### config.mk
export PLATFORM = sky130hd
export DESIGN_NAME = i2c_chan_switch
export DESIGN_NICKNAME = d
export VERILOG_FILES = /design/src/rtl/sw_pkg.sv /design/src/rtl/sw_reset_gen.sv /design/src/rtl/sw_line_sync.sv /design/src/rtl/sw_slave_fsm.sv /design/src/rtl/sw_ctrl_reg.sv /design/src/rtl/i2c_chan_switch.sv
export SDC_FILE = /design/constraint.sdc
export NUM_CORES = 1
export LEC_CHECK = 0
export ABC_AREA = 1
export ABC_CLOCK_PERIOD_IN_PS = 1980
export BUFFER_PORTS_ARGS = -buffer_cell sky130_fd_sc_hd__buf_2
export CORE_ASPECT_RATIO = 1.4
export CORE_MARGIN = 5
export CORE_UTILIZATION = 45
export CTS_CLUSTER_DIAMETER = 40
export DETAILED_ROUTE_END_ITERATION = 8
export SYNTH_ARGS = -nofsm -noshare
export SYNTH_HDL_FRONTEND = slang
export SYNTH_SLANG_ARGS = --single-unit
### constraint.sdc
create_clock -name clk -period 1.98 [get_ports clk]
set_input_delay 0.099 -clock clk [delete_from_list [all_inputs] [get_ports clk]]
set_output_delay 0.099 -clock clk [all_outputs]
set_load 0.02 [all_outputs]
### src/rtl/sw_pkg.sv
package sw_pkg;

    localparam int BYTE_W = 8;
    localparam int ADDR_W = 7;

    typedef enum logic [2:0] {
        ST_IDLE,
        ST_ADDR,
        ST_ADDR_ACK,
        ST_WDATA,
        ST_WACK,
        ST_RDATA,
        ST_RACK,
        ST_IGNORE
    } sw_state_e;

    // Conditioned view of one bus line after synchronization
    typedef struct packed {
        logic level;
        logic rise;
        logic fall;
    } line_ev_t;

    // Build the slave address from a base value and pin inputs
    function automatic logic [ADDR_W-1:0] make_addr(
        input logic [ADDR_W-1:0] base,
        input logic [ADDR_W-1:0] pins,
        input logic [ADDR_W-1:0] mask
    );
        return (base & ~mask) | (pins & mask);
    endfunction

endpackage

### src/rtl/sw_reset_gen.sv
module sw_reset_gen #(
    parameter int STAGES = 2
) (
    input  logic clk,
    input  logic por,
    input  logic fault_rst_n,
    output logic rst_out
);

    logic [STAGES-1:0] hold_q;

    // Asynchronous assert, clocked release of the fault reset
    always_ff @(posedge clk or negedge fault_rst_n) begin
        if (!fault_rst_n) begin
            hold_q <= '1;
        end else begin
            hold_q <= {hold_q[STAGES-2:0], 1'b0};
        end
    end

    assign rst_out = por | hold_q[STAGES-1];

    always @(posedge clk) begin
        if (fault_rst_n === 1'b0) begin
            AST_FAULT_FORCES_RST: assert (rst_out);
        end
    end

endmodule

### src/rtl/sw_line_sync.sv
module sw_line_sync #(
    parameter int STAGES = 2
) (
    input  logic             clk,
    input  logic             rst,
    input  logic             line_i,
    output sw_pkg::line_ev_t ev
);

    logic [STAGES-1:0] sync_q;
    logic              prev_q;

    always_ff @(posedge clk) begin
        if (rst) begin
            sync_q <= '1;
            prev_q <= 1'b1;
        end else begin
            sync_q <= {sync_q[STAGES-2:0], line_i};
            prev_q <= sync_q[STAGES-1];
        end
    end

    assign ev.level = sync_q[STAGES-1];
    assign ev.rise  = sync_q[STAGES-1] & ~prev_q;
    assign ev.fall  = ~sync_q[STAGES-1] & prev_q;

endmodule

### src/rtl/sw_slave_fsm.sv
module sw_slave_fsm
    import sw_pkg::*;
(
    input  logic              clk,
    input  logic              rst,
    input  line_ev_t          scl,
    input  line_ev_t          sda,
    input  logic [ADDR_W-1:0] my_addr,
    input  logic [BYTE_W-1:0] rd_data,
    output logic              wr_en,
    output logic [BYTE_W-1:0] wr_data,
    output logic              sda_oe
);

    localparam int CNT_W = $clog2(BYTE_W + 1);
    localparam logic [CNT_W-1:0] LAST_BIT = CNT_W'(BYTE_W - 1);
    localparam logic [CNT_W-1:0] ALL_BITS = CNT_W'(BYTE_W);

    sw_state_e         state;
    logic [CNT_W-1:0]  cnt;
    logic [BYTE_W-1:0] shreg;
    logic              rw_q;
    logic              start;
    logic              stop;
    logic              last_rise;

    // Bus conditions: SDA moves while SCL stays high
    assign start     = scl.level & ~scl.rise & sda.fall;
    assign stop      = scl.level & ~scl.rise & sda.rise;
    assign last_rise = scl.rise & (cnt == LAST_BIT);

    assign wr_data = {shreg[BYTE_W-2:0], sda.level};
    assign wr_en   = (state == ST_WDATA) & last_rise;

    always_ff @(posedge clk) begin
        if (rst) begin
            state  <= ST_IDLE;
            cnt    <= '0;
            shreg  <= '0;
            rw_q   <= 1'b0;
            sda_oe <= 1'b0;
        end else if (start) begin
            state  <= ST_ADDR;
            cnt    <= '0;
            sda_oe <= 1'b0;
        end else if (stop) begin
            state  <= ST_IDLE;
            cnt    <= '0;
            sda_oe <= 1'b0;
        end else begin
            unique case (state)
                ST_ADDR: begin
                    if (scl.rise) begin
                        shreg <= wr_data;
                        cnt   <= cnt + 1'b1;
                        if (last_rise) begin
                            if (shreg[ADDR_W-1:0] == my_addr) begin
                                state <= ST_ADDR_ACK;
                                rw_q  <= sda.level;
                            end else begin
                                state <= ST_IGNORE;
                            end
                        end
                    end
                end
                ST_ADDR_ACK, ST_WACK: begin
                    if (scl.fall) begin
                        if (!sda_oe) begin
                            sda_oe <= 1'b1;
                        end else begin
                            cnt <= '0;
                            if (state == ST_WACK || !rw_q) begin
                                state  <= ST_WDATA;
                                sda_oe <= 1'b0;
                            end else begin
                                state  <= ST_RDATA;
                                shreg  <= rd_data;
                                sda_oe <= ~rd_data[BYTE_W-1];
                            end
                        end
                    end
                end
                ST_WDATA: begin
                    if (scl.rise) begin
                        shreg <= wr_data;
                        cnt   <= cnt + 1'b1;
                        if (last_rise) begin
                            state <= ST_WACK;
                        end
                    end
                end
                ST_RDATA: begin
                    if (scl.rise) begin
                        cnt <= cnt + 1'b1;
                    end else if (scl.fall) begin
                        if (cnt == ALL_BITS) begin
                            sda_oe <= 1'b0;
                            state  <= ST_RACK;
                            cnt    <= '0;
                        end else if (cnt != '0) begin
                            shreg  <= {shreg[BYTE_W-2:0], 1'b0};
                            sda_oe <= ~shreg[BYTE_W-2];
                        end
                    end
                end
                ST_RACK: begin
                    if (scl.rise) begin
                        if (sda.level) begin
                            state <= ST_IGNORE;
                        end else begin
                            cnt <= CNT_W'(1);
                        end
                    end else if (scl.fall && cnt == CNT_W'(1)) begin
                        state  <= ST_RDATA;
                        cnt    <= '0;
                        shreg  <= rd_data;
                        sda_oe <= ~rd_data[BYTE_W-1];
                    end
                end
                default: begin
                end
            endcase
        end
    end

    AST_OE_ON_FALL: assert property (@(posedge clk) disable iff (rst)
        !(scl.fall || start || stop) |=> $stable(sda_oe));

    AST_IGNORE_QUIET: assert property (@(posedge clk) disable iff (rst)
        (state == ST_IGNORE) |-> (!sda_oe && !wr_en));

    AST_START_ABORT: assert property (@(posedge clk) disable iff (rst)
        start |=> (state == ST_ADDR));

    AST_STOP_IDLE: assert property (@(posedge clk) disable iff (rst)
        stop |=> (state == ST_IDLE && !sda_oe));

endmodule

### src/rtl/sw_ctrl_reg.sv
module sw_ctrl_reg
    import sw_pkg::*;
#(
    parameter int CH_N = 4
) (
    input  logic              clk,
    input  logic              rst,
    input  logic              wr_en,
    input  logic [BYTE_W-1:0] wr_data,
    output logic [BYTE_W-1:0] ctrl_q,
    output logic [CH_N-1:0]   chan_en
);

    logic rst_d;

    always_ff @(posedge clk) begin
        if (rst) begin
            ctrl_q <= '0;
        end else if (wr_en) begin
            ctrl_q <= wr_data;
        end
    end

    always_ff @(posedge clk) begin
        rst_d <= rst;
    end

    assign chan_en = ctrl_q[CH_N-1:0];

    always @(posedge clk) begin
        if (rst_d === 1'b1 && rst === 1'b0) begin
            AST_RST_CLEAR: assert (ctrl_q == '0);
        end
    end

    AST_REG_HOLD: assert property (@(posedge clk) disable iff (rst)
        !wr_en |=> $stable(ctrl_q));

    AST_REG_LOAD: assert property (@(posedge clk) disable iff (rst)
        wr_en |=> (ctrl_q == $past(wr_data)));

endmodule

### src/rtl/i2c_chan_switch.sv
module i2c_chan_switch
    import sw_pkg::*;
#(
    parameter logic [6:0] ADDR_BASE   = 7'h70,
    parameter int         PIN_W       = 2,
    parameter int         CH_N        = 4,
    parameter int         SYNC_STAGES = 2
) (
    input  logic             clk,
    input  logic             rst,
    input  logic             fault_rst_n,
    input  logic [PIN_W-1:0] addr_sel,
    input  logic             scl_i,
    input  logic             sda_i,
    output logic             sda_oe,
    output logic [CH_N-1:0]  chan_en
);

    localparam int LINE_N = 2;
    localparam logic [ADDR_W-1:0] PIN_MASK = ADDR_W'((1 << PIN_W) - 1);

    logic              rst_int;
    logic [LINE_N-1:0] raw_lines;
    line_ev_t          line_ev [LINE_N];
    logic              wr_en;
    logic [BYTE_W-1:0] wr_data;
    logic [BYTE_W-1:0] ctrl_q;
    logic [ADDR_W-1:0] my_addr;

    assign raw_lines = {sda_i, scl_i};
    assign my_addr   = make_addr(ADDR_BASE, ADDR_W'(addr_sel), PIN_MASK);

    sw_reset_gen #(
        .STAGES (SYNC_STAGES)
    ) u_rst (
        .clk         (clk),
        .por         (rst),
        .fault_rst_n (fault_rst_n),
        .rst_out     (rst_int)
    );

    for (genvar g = 0; g < LINE_N; g++) begin : g_line
        sw_line_sync #(
            .STAGES (SYNC_STAGES)
        ) u_sync (
            .clk    (clk),
            .rst    (rst_int),
            .line_i (raw_lines[g]),
            .ev     (line_ev[g])
        );
    end

    sw_slave_fsm u_fsm (
        .clk     (clk),
        .rst     (rst_int),
        .scl     (line_ev[0]),
        .sda     (line_ev[1]),
        .my_addr (my_addr),
        .rd_data (ctrl_q),
        .wr_en   (wr_en),
        .wr_data (wr_data),
        .sda_oe  (sda_oe)
    );

    sw_ctrl_reg #(
        .CH_N (CH_N)
    ) u_reg (
        .clk     (clk),
        .rst     (rst_int),
        .wr_en   (wr_en),
        .wr_data (wr_data),
        .ctrl_q  (ctrl_q),
        .chan_en (chan_en)
    );

endmodule

==> results_dict.tcl, run 1 <==
set metrics [dict create \
    status "completed" \
    crit_slowest_cell "dfxtp_1" \
    ys_seq_elements 32 \
    r2r_slack_ps 210 \
    final_layout_size_suffix_gt1_frac 0.1672 \
    required_ps 2160 \
    cp_data_arrival_time_ps 1960 \
    num_vias 1725 \
    grt_use_met2 0.3111 \
    worst_slack_ps 205.6 \
    synth_compound_area_frac 0.1042 \
    ctsLongestPathBuffers 2 \
    power_uw 1493 \
    antenna_found_initial 0 \
    ys_warn_count 0 \
    postRouteAntennaNets 0 \
    routed_wl_mm 4.214 \
    r2r_start "u_fsm.cnt[0]" \
    total_leakage_power_uw 0.0008886 \
    synthSimpleGateAreaFrac 0.4015 \
    fin_area_um2 2037 \
    io_buffers 11 \
    overflow 0 \
    crit_end "u_fsm.shreg[1]" \
    synth_nets 284 \
    cts_tree "yes" \
    postPlaceCellArea_um2 1909 \
    drv_cap 0 \
    dp_hpwl_mm 3.148 \
    synth_adder_area_share 0.02004 \
    drt_iter0_drc 107 \
    die_y_um 86.34 \
    num_rows 27 \
    rr_worst_depth 10 \
    ios 12 \
    final_cell_mix "nand2_1, nor2_1, dfxtp_1" \
    die-area_um2 5571 \
    cts_made_buffers 5 \
    drc 0 \
    r2r-end "u_fsm.shreg[1]" \
    cp-start-kind "register" \
    syn_avg_cell_area_um2 6.836 \
    htree_levels 2 \
    dieWidth_um 64.53 \
    syn2layout_area_growth_pct 8.751 \
    crit_type "register to register" \
    synthCells 274 \
    grt.total_usage 0.1723 \
    path_clk_slew_ps 70 \
    postCtsSetupRepairBufs 0 \
    fin_crit_ps 1774 \
    synth_edf_count 0 \
    grt_max_degree 19 \
    cts_sinks 32 \
    cp-end-kind "register" \
    clockRootBuffer "clkbuf_8" \
    hold_violations 0 \
    n_fill_cell 419 \
    ys_types 35 \
    synthFlopType "dfxtp_1" \
    clk_latency_ps 290 \
    grt_pass1_vias 1708 \
    finalCritPeriodShare 0.8962 \
    cp-startpoint "u_fsm.cnt[0]" \
    async_flop_share 0.06250 \
    synth_area_um2 1873 \
    rsz0062_at_grt "false" \
    final_cells 330 \
    dp_cells 319 \
    wl_per_cell_um 12.77 \
    finClkSkew_ps 3.362 \
    busiest_layer "met2" \
    start_util 0.4699 \
    power_density_nw_per_um2 733.0 \
    cpPeakStageDelay_ps 410 \
    finalMaxSlewViolations 0 \
    tns_ps 0 \
    max_freq_ghz 0.5636 \
    cp_max_fo 14 \
    hold_class "input port to register" \
    dpl_worst_slack_ps 111.1 \
    yosysSeqAreaShare 0.3487 \
    diodes 0 \
    routed_via_density 5.227 \
    use_met1 0.1878 \
    met3_usage 0.03502 \
    setup-violations-final 0 \
    core_um2 3986 \
    dr.pass1.iters 5 \
    worstPathCellList "inv_1, ha_1, nand2_1, nor2_1, o21ai_0, nand3_2, nor2_4, nand3b_1, nand2_1, nor2_1" \
    nets 296 \
    synth-xor-area-share 0.009352 \
    muxShareOfSynthArea 0.01804 \
    peakVddDrop_uv 331.1 \
    grt_first_pass_wirelength_mm 7.555 \
    final_common_cell "nand2_1" \
    synth_top_family_by_area "simple AND/OR/NAND/NOR gates" \
    globalplace.congestion 0.8994 \
]
metrics by stage:
stage	util	hold WS (ps)
2_1_floorplan	-	-48.84
3_3_place_gp	0.4790	48.50
3_5_place_dp	0.4790	49.15
4_1_cts	0.5100	208.7
5_1_grt	0.5110	229.8
6_report	0.5110	195.6
synthesized netlist by cell type (3+ instances only):
cell	n	area share
nand2_1	68	0.14
nor2_1	41	0.082
dfxtp_1	30	0.32
inv_1	20	0.040
nand3_1	20	0.053
a21oi_1	16	0.043
o21ai_0	15	0.040
nand3b_1	8	0.032
buf_4	6	0.024
nor2_2	4	0.013
nor2_4	4	0.024
or2_2	4	0.013
buf_6	3	0.018
ha_1	3	0.020
inv_2	3	0.0060
mux2_2	3	0.018
nand3_2	3	0.016
nor3_1	3	0.0080
timing repair:
item	CTS	global route
gates resized for setup	0	2
hold buffers	3	0
endpoints found under the hold margin	4	0
endpoints found under the setup margin	0	13
flip-flops by register name, indices dropped and copies added (netlist names):
signal	flops
u_fsm.rw_q	1
u_reg.ctrl_q	8
g_line.u_sync.prev_q	2
u_fsm.cnt	4
u_fsm.state	3
u_fsm.sda_oe	1
u_fsm.shreg	7
u_rst.hold_q	2
g_line.u_sync.sync_q	4
final cells by class:
class	instances	area (um^2)	area share
clock buffers	7	86.33	0.04238
clock inverters	1	7.507	0.003686
inverters	24	92.59	0.04545
multi-input cells	207	1042	0.5117
flip-flops and latches	32	654.4	0.3213
well taps	43	53.80	0.02641
repair buffers	16	100.1	0.04914
power breakdown:
group          leakage [uW]  switching, uW  internal (uW)
Clock             0.0000445            253            282
Sequential         0.000264           24.5            668
Combinational      0.000580            173           91.9
Total              0.000889            451           1040
layer usage:
| layer | part of all wire | vias to the layer above |
|---|---|---|
| li1 | - | 901 |
| met1 | 0.42 | 774 |
| met2 | 0.51 | 38 |
| met3 | 0.032 | 12 |
| met4 | 0.033 | 0 |
| met5 | 0 | - |
cell families after synthesis:
group | count (synthesis)
compound gates | 37
xor+xnor | 2
fa+ha+maj | 3
buf+inv | 35
flops | 32
mux | 3
other cells | 1
simple gates | 161
critical path: cells and delay by family (launching register included):
kind            cells  cell delay [ps]
flops               1              410
fa+ha+maj           1              230
compound gates      1              190
buf+inv             1               80
simple gates        7              760
how the worst min path moves through the flow:
| stage | start | to | slack, ps | cells past startpoint |
|---|---|---|---|---|
| after floorplan | fault_rst_n | u_rst.hold_q[0] | -50 | 0 |
| after global placement | fault_rst_n | u_rst.hold_q[0] | 50 | 1 |
| after detailed placement | fault_rst_n | u_rst.hold_q[0] | 50 | 1 |
| after CTS | rst | g_line[1].u_sync.prev_q | 210 | 4 |
| after global routing | rst | g_line[0].u_sync.prev_q | 230 | 4 |
| final | rst | u_fsm.rw_q | 200 | 4 |
Note: power is estimated with default switching activity, not from simulation.
==> run 2: changes to the inputs <==
--- a/config.mk
+++ b/config.mk
@@ -8,7 +8,6 @@
 export ABC_AREA = 1
 export ABC_CLOCK_PERIOD_IN_PS = 1980
 export BUFFER_PORTS_ARGS = -buffer_cell sky130_fd_sc_hd__buf_2
-export CORE_ASPECT_RATIO = 1.4
 export CORE_MARGIN = 5
 export CORE_UTILIZATION = 45
 export CTS_CLUSTER_DIAMETER = 40
==> constraint.sdc (replaced) <==
create_clock -name clk -period 1.98 [get_ports clk]
set_input_delay 0.495 -clock clk [delete_from_list [all_inputs] [get_ports clk]]
set_output_delay 0.495 -clock clk [all_outputs]
set_load 0.02 [all_outputs]
==> run 2 against run 1 <==
- global-route usage down 1.0 points
- clock skew up 3.6 ps
- sequential power about the same
- total power increased by 4.7%
- hold slack got worse by 46 ps
- fmax fell by 1.2%
- via count fell by 3.4%
- register-to-register slack worse by 20 ps
- die area fell by 0.33%
==> results_dict.tcl, run 2 (synthesis results as in run 1) <==
set metrics [dict create \
    grt_max_degree 19 \
    grt_first_pass_wirelength_mm 6.872 \
    final_cells 335 \
    cts_made_buffers 5 \
    cp-end-kind "register" \
    clk_latency_ps 280 \
    dr.pass1.iters 4 \
    crit_slowest_cell "dfxtp_1" \
    power_density_nw_per_um2 767.5 \
    final_common_cell "nand2_1" \
    required_ps 2160 \
    finalCritPeriodShare 0.9074 \
    largest_reg_flops 8 \
    drv_cap 0 \
    cpPeakStageDelay_ps 410 \
    dieWidth_um 74.52 \
    ctsLongestPathBuffers 2 \
    globalplace.congestion 0.8775 \
    routed_wl_mm 3.941 \
    nets 294 \
    htree_levels 2 \
    worstPathCellList "inv_1, ha_1, nand2_1, nor2_1, o21ai_0, nand3_2, nor2_4, nand3b_1, nand2_1, nor2_1" \
    cts_sinks 32 \
    crit_type "register to register" \
    finalCoreUtilization 0.5056 \
    r2r_slack_ps 180 \
    core_um2 4029 \
    cts_tree "yes" \
    rr_worst_depth 10 \
    status "completed" \
    post_cts_resized 0 \
    num_rows 23 \
    cp-start-kind "register" \
    cp_data_arrival_time_ps 1980 \
    final_cell_mix "nand2_1, nor2_1, dfxtp_1" \
    start_util 0.4649 \
    diodes 0 \
    num_vias 1666 \
    finalMaxSlewViolations 0 \
    r2r-end "u_fsm.shreg[4]" \
    setup-violations-final 0 \
    routed_via_density 4.973 \
    die_y_um 74.52 \
    syn2layout_area_growth_pct 8.751 \
    ctsHoldBuffers 0 \
    postCtsSetupRepairBufs 0 \
    fin_crit_ps 1797 \
    top_register "u_reg.ctrl_q" \
    finClkSkew_ps 6.935 \
    hold_class "input port to async pin" \
    total_leakage_power_uw 0.0008924 \
    die-area_um2 5552 \
    dp_cells 327 \
    fin_area_um2 2037 \
    ios 12 \
    r2r_start "u_fsm.cnt[0]" \
    grt_pass1_vias 1528 \
    hold_violations 0 \
    final_layout_size_suffix_gt1_frac 0.1719 \
    drc 0 \
    grt.total_usage 0.1622 \
    cp_max_fo 14 \
    postPlaceCellArea_um2 1926 \
    postRouteAntennaNets 0 \
    top_regs "u_reg.ctrl_q (8), u_fsm.shreg (7)" \
    antenna_found_initial 0 \
    overflow 0 \
    max_freq_ghz 0.5566 \
    rsz0062_at_grt "false" \
    path_clk_slew_ps 70 \
    wl_per_cell_um 11.76 \
    io_buffers 11 \
    tns_ps 0 \
    peakVddDrop_uv 485.8 \
    clockRootBuffer "clkbuf_8" \
    drt_iter0_drc 135 \
    dp_hpwl_mm 2.996 \
]
==> run 2: critical path: cells and delay by family, from the launching register on <==
kind,cells,cell delay (ps)
DFF,1,410
AOI/OAI and AO/OA,1,190
and+or+nand+nor,7,770
adders and majority gates,1,240
buffers and inverters,1,90
==> run 2: worst max-delay path by stage <==
stage	end	depth (start not counted)	startpoint	slack, ps
floorplan	u_fsm.shreg[0]	11	u_fsm.cnt[0]	410
global placement	u_fsm.shreg[4]	10	u_fsm.cnt[0]	170
detailed placement	u_fsm.shreg[6]	8	u_fsm.state[2]	170
CTS	u_fsm.shreg[4]	8	u_fsm.state[2]	160
global route	u_fsm.shreg[3]	10	u_fsm.cnt[0]	9
finish	u_fsm.shreg[4]	10	u_fsm.cnt[0]	180
==> run 2: area by class of cell <==
type / instances / area [um^2]
Inverter: 24 / 92.59
Timing Repair Buffer: 14 / 77.57
Fill cell: 418 / 1992
Clock inverter: 2 / 35.03
Clock buffer: 6 / 72.57
Sequential cell: 32 / 654.4
Multi-Input combinational cell: 207 / 1042
Tap cell: 50 / 62.56
==> run 2: routing by layer <==
metal / track usage / vias up / share of wire
met4: 0.06522 / 0 / 0.014
li1: - / 899 / -
met1: 0.2301 / 732 / 0.51
met2: 0.2400 / 30 / 0.43
met3: 0.03243 / 5 / 0.045
met5: 0 / - / 0
==> run 2: through the flow <==
stage | worst slack, ps | hold WS, ps | total power, uW
global placement | 174.5 | 353.8 | 958.6
global route | 9.165 | 138.3 | 1647
finish | 183.3 | 149.6 | 1563
floorplan | 405.2 | 345.2 | 925.8
detailed placement | 173.4 | 348.1 | 958.2
CTS | 157.4 | 140.6 | 1581
==> run 2: where the power goes <==
group | total, uW | leakage, uW | internal [uW] | switching (uW)
clock | 618 | 0.0000552 | 373 | 245
sequential | 693 | 0.000264 | 668 | 24.7
combinational | 253 | 0.000573 | 86.5 | 166
total | 1560 | 0.000892 | 1130 | 436
==> run 3: changes to the inputs <==
--- a/config.mk
+++ b/config.mk
@@ -12,6 +12,8 @@
 export CORE_UTILIZATION = 45
 export CTS_CLUSTER_DIAMETER = 40
 export DETAILED_ROUTE_END_ITERATION = 8
+export GPL_TIMING_DRIVEN = 0
 export SYNTH_ARGS = -nofsm -noshare
 export SYNTH_HDL_FRONTEND = slang
+export SYNTH_HIERARCHICAL = 1
 export SYNTH_SLANG_ARGS = --single-unit
==> run 3 against run 2 <==
- final cell count increased by 25%
- non-clock buffer count increased by 16
- routed wire length increased by 22%
==> results_dict.tcl, run 3 <==
set metrics [dict create \
    status "completed" \
    critPathMostFrequentCell "nor2_1" \
    tns_ps 0 \
    hold_violations 0 \
    postRouteAntennaNets 0 \
    worst_slack_ps 187.7 \
    dp_cells 406 \
    dpl_worst_slack_ps 25.64 \
    cts_made_buffers 5 \
    top_register "u_reg/ctrl_q" \
    async_flop_share 0.06250 \
    htree_levels 2 \
    cts_tree "yes" \
    final_layout_size_suffix_gt1_frac 0.1671 \
    final_cells 419 \
    clock_power_share 0.394 \
    yosysSeqAreaShare 0.3071 \
    final_common_cell "nand2_1" \
    drt_iter0_drc 136 \
    synth_area_um2 2127 \
    comb_power_share 0.065 \
    ys_types 35 \
    p_sw_frac 0.2405 \
    critPathTopFamily "simple AND/OR/NAND/NOR gates" \
    overflow 0 \
    clk_latency_ps 280 \
    drv_cap 0 \
    syn2layout_area_growth_pct 13.06 \
    finClkSkew_ps 9.052 \
    max_freq_ghz 0.5579 \
    final_cell_mix "nand2_1, nor2_1, inv_1" \
    r2r-end "u_fsm/shreg[3]" \
    largest_reg_flops 8 \
    synth.top_cells.by_count "nand2_1, nor2_1, inv_1" \
    ios 12 \
    cp_max_fo 7 \
    synth.most_common_cell "nand2_1" \
    cp-end-kind "register" \
    synthTopCellsByArea "dfxtp_1, nand2_1, nor2_1, inv_1, nand3_1" \
    routed_wl_mm 4.807 \
    yosys.area.top_type "dfxtp_1" \
    grt_pass1_vias 1823 \
    wl_per_cell_um 11.47 \
    grt_first_pass_wirelength_mm 8.383 \
    crit_type "register to register" \
    synthFlopType "dfxtp_1" \
    routed_via_density 4.726 \
    clockRootBuffer "clkbuf_8" \
    synth_top_area_share 0.2824 \
    peakVddDrop_uv 436.7 \
    internal_power_uw 921.7 \
    crit_buf_inv 4 \
    dr.pass1.iters 4 \
    r2r_start "g_line[0].u_sync/sync_q[1]" \
    setup-violations-final 0 \
    start_util 0.4564 \
    pwr-share-seq 0.541 \
    worstPathCellList "inv_1, nor2_1, buf_4, inv_2, nand3_2, and2_4, nand3_1, nor2_4, and2_1, buf_6, nor2_1, nor2_1" \
    die_y_um 78.75 \
    ys_seq_elements 32 \
    globalplace.congestion 0.9266 \
    grt_max_degree 11 \
    required_ps 2190 \
    fin_crit_ps 1792 \
    ctsLongestPathBuffers 2 \
    core_um2 4661 \
    cpPeakStageDelay_ps 360 \
    grt.total_usage 0.1679 \
    p_sw_uw 291.9 \
    hold_class "input port to async pin" \
    syn_avg_cell_area_um2 6.312 \
    nets 375 \
    top_regs "u_reg/ctrl_q (8), u_fsm/shreg (7)" \
    synthCells 337 \
    drc 0 \
    r2r_slack_ps 190 \
    cp-start-kind "register" \
    total_leakage_power_uw 0.001176 \
    cp_data_arrival_time_ps 2010 \
    synth_edf_count 0 \
    dp_hpwl_mm 3.604 \
    rr_worst_depth 12 \
    num_rows 25 \
    diodes 0 \
    ys_warn_count 6 \
    power_uw 1214 \
    io_buffers 11 \
    finalCritPeriodShare 0.9052 \
    antenna_found_initial 0 \
    ctsHoldBuffers 0 \
    finalMaxSlewViolations 0 \
    dieWidth_um 78.75 \
    cts_sinks 32 \
    num_vias 1980 \
    path_clk_slew_ps 60 \
    crit_slowest_cell "dfxtp_1" \
    die-area_um2 6202 \
    power_density_nw_per_um2 504.6 \
]
-- run 3: logic make-up after synthesis --
kind of cell             Yosys count  share of synthesized area
other                              3                   0.005294
AO/OA/AOI/OAI                     26                    0.07235
multiplexers                       4                    0.01882
adder cells (fa/ha/maj)            3                    0.01765
AND/OR/NAND/NOR                  199                     0.4135
flip-flops                        32                     0.3071
XOR/XNOR                           5                    0.02059
buffers and inverters             65                     0.1447
-- run 3: layout make-up --
| class | count | area [um^2] |
|---|---|---|
| fillers | 475 | 2256 |
| clock buffers | 6 | 72.57 |
| well taps | 54 | 67.56 |
| plain buffers | 13 | 110.1 |
| flip-flops and latches | 32 | 653.1 |
| inverters | 52 | 197.7 |
| clock inverters | 1 | 5.005 |
| multi-input cells | 244 | 1199 |
| repair buffers | 17 | 100.1 |
-- run 3: metal layers --
layer | up-vias | track usage | part of all wire
li1 | 1090 | - | -
met5 | - | 0 | 0
met1 | 846 | 0.2304 | 0.51
met3 | 7 | 0.03628 | 0.042
met2 | 37 | 0.2606 | 0.43
met4 | 0 | 0.05594 | 0.014
-- run 3: power by group through the flow --
stage               Clock, uW  Combinational [uW]  Sequential (uW)
global route              528                92.7              657
CTS                       496                76.6              656
global placement            0                75.9              671
detailed placement          0                76.3              671
finish                    478                79.2              657
floorplan                   0                57.1              670
-- run 3: per-stage QoR --
step	util	cell area [um^2]	hold slack, ps
floorplan	-	2142	345.2
global placement	0.4859	2265	346.9
CTS	0.5026	2342	146.2
global route	0.5160	2405	138.6
finish	0.5160	2405	154.5
detailed placement	0.4859	2265	350.7
-- run 3: repair_timing --
| action | 4_1_cts | 5_1_grt |
|---|---|---|
| setup buffers | 0 | 6 |
| endpoints found under the setup margin | 0 | 8 |
| gates resized for setup | 0 | 4 |
| hold endpoints to repair | 0 | 0 |
-- run 3: worst max-delay path by stage --
stage / startpoint / to / slack (ps) / cells past startpoint
after global placement: g_line[0].u_sync/sync_q[1] / u_fsm/shreg[2] / 40 / 12
after CTS: g_line[0].u_sync/sync_q[1] / u_fsm/shreg[6] / 20 / 12
after floorplan: g_line[0].u_sync/sync_q[1] / u_fsm/shreg[0] / 330 / 12
after detailed placement: g_line[0].u_sync/sync_q[1] / u_fsm/shreg[6] / 30 / 12
final: g_line[0].u_sync/sync_q[1] / u_fsm/shreg[3] / 190 / 12
after global routing: g_line[0].u_sync/sync_q[1] / u_fsm/shreg[3] / -9 / 12
